`config.mk`:
```
export PLATFORM = sky130hd
export DESIGN_NAME = auth_sig_latch
export DESIGN_NICKNAME = d
export VERILOG_FILES = /design/src/rtl/auth_sig_pkg.sv /design/src/rtl/auth_cfg_table.sv /design/src/rtl/auth_cmd_decode.sv /design/src/rtl/auth_out_latch.sv /design/src/rtl/auth_sig_latch.sv
export SDC_FILE = /design/constraint.sdc
export NUM_CORES = 1
export LEC_CHECK = 0
export ABC_AREA = 1
export BUFFER_PORTS_ARGS = -buffer_cell sky130_fd_sc_hd__buf_4
export CORE_ASPECT_RATIO = 0.8
export CORE_MARGIN = 8
export CORE_UTILIZATION = 45
export DETAILED_ROUTE_END_ITERATION = 12
export HOLD_SLACK_MARGIN = 0.02
export PLACE_DENSITY_LB_ADDON = 0.3
export SLEW_MARGIN = 0
export SYNTH_ARGS = -nofsm -noshare
export SYNTH_HDL_FRONTEND = slang
export SYNTH_HIERARCHICAL = 1
export SYNTH_SLANG_ARGS = --single-unit
```
`constraint.sdc`:
```
create_clock -name clk -period 1.6 [get_ports clk]
set_input_delay 0.32 -clock clk [delete_from_list [all_inputs] [get_ports clk]]
set_output_delay 0.32 -clock clk [all_outputs]
set_load 0.02 [all_outputs]
```
`src/rtl/auth_sig_pkg.sv`:
```
package auth_sig_pkg;

  localparam int MODE_W = 2;
  localparam int CFG_W  = 2;

  // bit 1 hold, bit 0 signaling enable (matches cfg_wdata layout)
  typedef struct packed {
    logic hold;
    logic sig_en;
  } key_cfg_t;

  function automatic logic is_auth_reset(input logic [MODE_W-1:0] mode);
    return (mode == '0);
  endfunction

  // inbound-only (01) and mutual (11) both carry the inbound bit
  function automatic logic has_inbound(input logic [MODE_W-1:0] mode);
    return mode[0];
  endfunction

  function automatic key_cfg_t to_cfg(input logic [CFG_W-1:0] raw);
    key_cfg_t c;
    c.sig_en = raw[0];
    c.hold   = raw[1];
    return c;
  endfunction

endpackage

```
`src/rtl/auth_cfg_table.sv`:
```
module auth_cfg_table
  import auth_sig_pkg::*;
#(
  parameter int NUM_KEYS = 16,
  localparam int KEY_W = (NUM_KEYS > 1) ? $clog2(NUM_KEYS) : 1
) (
  input  logic             clk,
  input  logic             rst_n,
  input  logic             wr_en,
  input  logic [KEY_W-1:0] wr_addr,
  input  key_cfg_t         wr_cfg,
  input  logic [KEY_W-1:0] rd_addr,
  output key_cfg_t         rd_cfg
);

  key_cfg_t entry_q [NUM_KEYS];

  for (genvar k = 0; k < NUM_KEYS; k++) begin : g_entry
    always_ff @(posedge clk or negedge rst_n) begin
      if (!rst_n) begin
        entry_q[k] <= '0;
      end else if (wr_en && (wr_addr == KEY_W'(k))) begin
        entry_q[k] <= wr_cfg;
      end
    end
  end

  always_comb begin
    rd_cfg = '0;
    for (int k = 0; k < NUM_KEYS; k++) begin
      if (rd_addr == KEY_W'(k)) rd_cfg = entry_q[k];
    end
  end

endmodule

```
`src/rtl/auth_cmd_decode.sv`:
```
module auth_cmd_decode
  import auth_sig_pkg::*;
(
  input  logic              cmd_valid,
  input  logic [MODE_W-1:0] cmd_mode,
  input  logic              cmd_crc_ok,
  input  logic              cmd_pass,
  input  logic              if_spi,
  input  key_cfg_t          key_cfg,
  output logic              set_evt,
  output logic              clr_evt
);

  logic accepted;

  always_comb begin
    accepted = cmd_valid && cmd_crc_ok && !if_spi;
    set_evt  = accepted && !is_auth_reset(cmd_mode) && has_inbound(cmd_mode)
               && cmd_pass && key_cfg.sig_en;
    clr_evt  = accepted && is_auth_reset(cmd_mode) && !key_cfg.hold;
  end

endmodule

```
`src/rtl/auth_out_latch.sv`:
```
module auth_out_latch (
  input  logic clk,
  input  logic rst_n,
  input  logic set_evt,
  input  logic clr_evt,
  output logic drive_q
);

  always_ff @(posedge clk or negedge rst_n) begin
    if (!rst_n) begin
      drive_q <= 1'b0;
    end else if (set_evt) begin
      drive_q <= 1'b1;
    end else if (clr_evt) begin
      drive_q <= 1'b0;
    end
  end

endmodule

```
`src/rtl/auth_sig_latch.sv`:
```
module auth_sig_latch
  import auth_sig_pkg::*;
#(
  parameter int NUM_KEYS = 16,
  localparam int KEY_W = (NUM_KEYS > 1) ? $clog2(NUM_KEYS) : 1
) (
  input  logic              clk,
  input  logic              rst_n,
  input  logic              cfg_we,
  input  logic [KEY_W-1:0]  cfg_addr,
  input  logic [CFG_W-1:0]  cfg_wdata,
  input  logic              if_spi,
  input  logic              cmd_valid,
  input  logic [MODE_W-1:0] cmd_mode,
  input  logic [KEY_W-1:0]  cmd_key,
  input  logic              cmd_crc_ok,
  input  logic              cmd_pass,
  output logic              pin_do,
  output logic              pin_oe
);

  // named internal events, observed by the checker
  key_cfg_t cmd_cfg;
  logic     set_evt;
  logic     clr_evt;
  logic     drive_q;

  auth_cfg_table #(.NUM_KEYS(NUM_KEYS)) u_table (
    .clk     (clk),
    .rst_n   (rst_n),
    .wr_en   (cfg_we),
    .wr_addr (cfg_addr),
    .wr_cfg  (to_cfg(cfg_wdata)),
    .rd_addr (cmd_key),
    .rd_cfg  (cmd_cfg)
  );

  auth_cmd_decode u_decode (
    .cmd_valid  (cmd_valid),
    .cmd_mode   (cmd_mode),
    .cmd_crc_ok (cmd_crc_ok),
    .cmd_pass   (cmd_pass),
    .if_spi     (if_spi),
    .key_cfg    (cmd_cfg),
    .set_evt    (set_evt),
    .clr_evt    (clr_evt)
  );

  auth_out_latch u_latch (
    .clk     (clk),
    .rst_n   (rst_n),
    .set_evt (set_evt),
    .clr_evt (clr_evt),
    .drive_q (drive_q)
  );

  assign pin_oe = drive_q;
  assign pin_do = drive_q;

endmodule

```
==> flow_metrics.tcl <==
set metrics [dict create \
    fp.dieW_um 84.3 \
    max-vdd-ir-drop_v 0.000600 \
    detailroute.via_count 1600 \
    grt_start_max_net_pins 34 \
    die-area_um2 5960 \
    largest_cells_by_area_after_synthesis "dfrtp_1 49%, nand2_1 18%, nor2_1 6.9%" \
    synth_area_leader_cell "dfrtp_1" \
    final_cells 320 \
    final_setup_tns_ps 0 \
    detail_route.drc_violations 0 \
    max_slew_margin_pct 72.9 \
    timing.clock.skew_ps 3.98 \
    net_count_after_synthesis 253 \
    layout-area-overhead-vs-synth_pct 26.5 \
    io_buffer_count 20 \
    root_buffer "clkbuf_8" \
    switching_power_uw 648 \
    cts_tree "built" \
    powerDensity_nw_per_um2 1110 \
    first_global_vias 1568 \
    min-delay-path-class "in2reg" \
    htree_levels 2 \
    worst_hold_slack_ps 370 \
    share_comb_of_total_power_pct 17.6 \
    grt_setup_unrepaired "yes" \
    criticalPathCategory "reg2reg" \
    drtAntennaViolNets 0 \
    path_clk_slew_ps 70 \
    crit_path_end_kind "register" \
    finalCoreUtilization_pct 57.8 \
    grt.total_usage_pct 14.5 \
    outcome "complete, no violations" \
    floorplan.core_area_um2 3680 \
    drt_pre_antenna_iters 4 \
    syn-cell-area_um2 1680 \
    slew_violations 0 \
    route.detailed.wl_per_inst_um 12.6 \
    routabilityCongestion 0.913 \
    seq_area_frac_synth_pct 49.1 \
    final_cycle_share_pct 96.8 \
    multi_input_comb_area_um2 752 \
    preCtsSetupSlack_ps -214 \
    intPower_uw 1700 \
    syn-instance-count 234 \
    die-height_um 70.7 \
    final_critical_path_time_including_i_o_delays_and_setup_ps 1550 \
    post-cts-setup-buffer-count 0 \
    setup_viol_count_final 0 \
    synth_cell_type_count 19 \
    max_freq_ghz 0.646 \
    worst_skew_pair_later_pin_latency_ps 280 \
    hold_viol_final 0 \
    fillers 342 \
    cap_violations 0 \
    yosys_register_bits 33 \
    antennaDiodeCount 0 \
    sw_frac_of_total_pct 27.6 \
    drt_first_iter_violations 121 \
    p_leak_uw 0.00104 \
    number_of_antenna_violations_at_the_first_check_in_global_routing 0 \
    dp_hpwl_mm 3.04 \
    synth_top_area_share_pct 49.1 \
    drt-vias-per-instance 5.00 \
    final_net_count 294 \
    timing.critical_path.fanout_max 2 \
    drt-total-wl_mm 4.02 \
    final_layout_size_suffix_gt1_share_pct 20.3 \
    mostFrequentLayoutCell "nand2_1" \
    final_critical_path_setup_slack_ps 51.5 \
    max-clock-path-buffers 2 \
    floorplan.io_pins 21 \
    place.detailed.instances 311 \
    power_frac_seq_pct 47.7 \
    cts_buffers 5 \
    worst-endpoint-arrival_ps 1730 \
    grt_first_pass_wirelength_mm 7.00 \
    power.clock.fraction_pct 34.7 \
    grt_remaining_overflow 0 \
    area.sequential_um2 826 \
    required_ps 1780 \
    worst-slew-pin-transition_ps 406 \
    yosys_warnings 6 \
    setup.worst_path.start_class "register" \
    floorplan.rows 20 \
    average_size_of_a_mapped_cell_um2 7.19 \
    cts_sinks 33 \
    initial_core_util_pct 45.7 \
    layout_common_cells "82 x nand2_1, 36 x buf_4, 33 x dfrtp_1" \
]
synth_stat cells, drive strengths merged:
cell	n
a21oi	8
o21ai	28
nor3b	1
nor2	33
buf	1
nand2	83
nor3	3
nand4	5
clkbuf	2
dfrtp	33
inv	25
nand3	10
or2	2
layer usage:
| layer | vias to the layer above | wire length [um] | GRT usage, % |
|---|---|---|---|
| li1 | 823 | - | - |
| met1 | 726 | 1960 | 19.1 |
| met2 | 46 | 1710 | 22.0 |
| met3 | 5 | 308 | 4.13 |
| met4 | 0 | 49 | 5.83 |
| met5 | - | 0 | 0 |
worst paths after layout:
kind | start | endpoint | slack, ps | depth (start not counted)
max | u_table/entry_q[31] | u_latch/drive_q | 50 | 16
min | cmd_mode[0] | u_latch/drive_q | 370 | 5
max reg2reg | u_table/entry_q[31] | u_latch/drive_q | 50 | 16
min reg2reg | u_table/entry_q[27] | u_table/entry_q[27] | 490 | 2
max in group asynchronous | rst_n | u_table/entry_q[14] | 800 | 2
min in group asynchronous | rst_n | u_table/entry_q[24] | 510 | 2
worst max-delay path, stage by stage (launching register included):
cell	delay, ps
dfrtp_1	390
nand3_1	90
nand2_1	50
nor2_1	80
nand3_1	80
nand2_1	60
nand3_1	60
nand2_1	70
nand4_1	80
nor2_1	100
nand4_1	80
inv_1	60
nand2_1	50
nor2_2	70
inv_1	40
nand2_1	40
nand2_1	50
registers in the layout, summed over array words and instances, names as in the netlist:
name             flops
u_latch/drive_q      1
u_table/entry_q     32
cells by family after synthesis:
family	Yosys count	synth area share [%]
DFF	33	49.1
and+or+nand+nor	137	33.7
AOI/OAI and AO/OA	36	10.7
buffers and inverters	28	6.47
area by class of cell:
type	instances	area share, %
clock buffer	6	3.88
multi-input combinational	173	35.4
tap	44	2.59
sequential	33	38.8
timing repair buffer	37	13.2
inverter	25	4.41
clock inverter	2	1.76
repair_timing:
| item | 4_1_cts | 5_1_grt |
|---|---|---|
| gates resized for setup | 0 | 1 |
| setup endpoints to repair | 0 | 1 |
| endpoints found under the hold margin | 33 | 0 |
| hold buffers | 1 | 0 |
through the flow:
stage               instance area, um2  total power, uW
floorplan                         1680             1360
global placement                  1990             1530
detailed placement                1990             1550
CTS                               2120             2370
global route                      2130             2500
finish                            2130             2350
power by group through the flow:
| stage | clock (uW) | sequential, uW | combinational [uW] |
|---|---|---|---|
| after detailed placement | 0 | 1130 | 414 |
| final | 816 | 1120 | 414 |
| after floorplan | 0 | 1100 | 256 |
| after CTS | 836 | 1120 | 418 |
| after global placement | 0 | 1130 | 404 |
| after global routing | 880 | 1140 | 482 |
(Power assumes the default switching activity.)
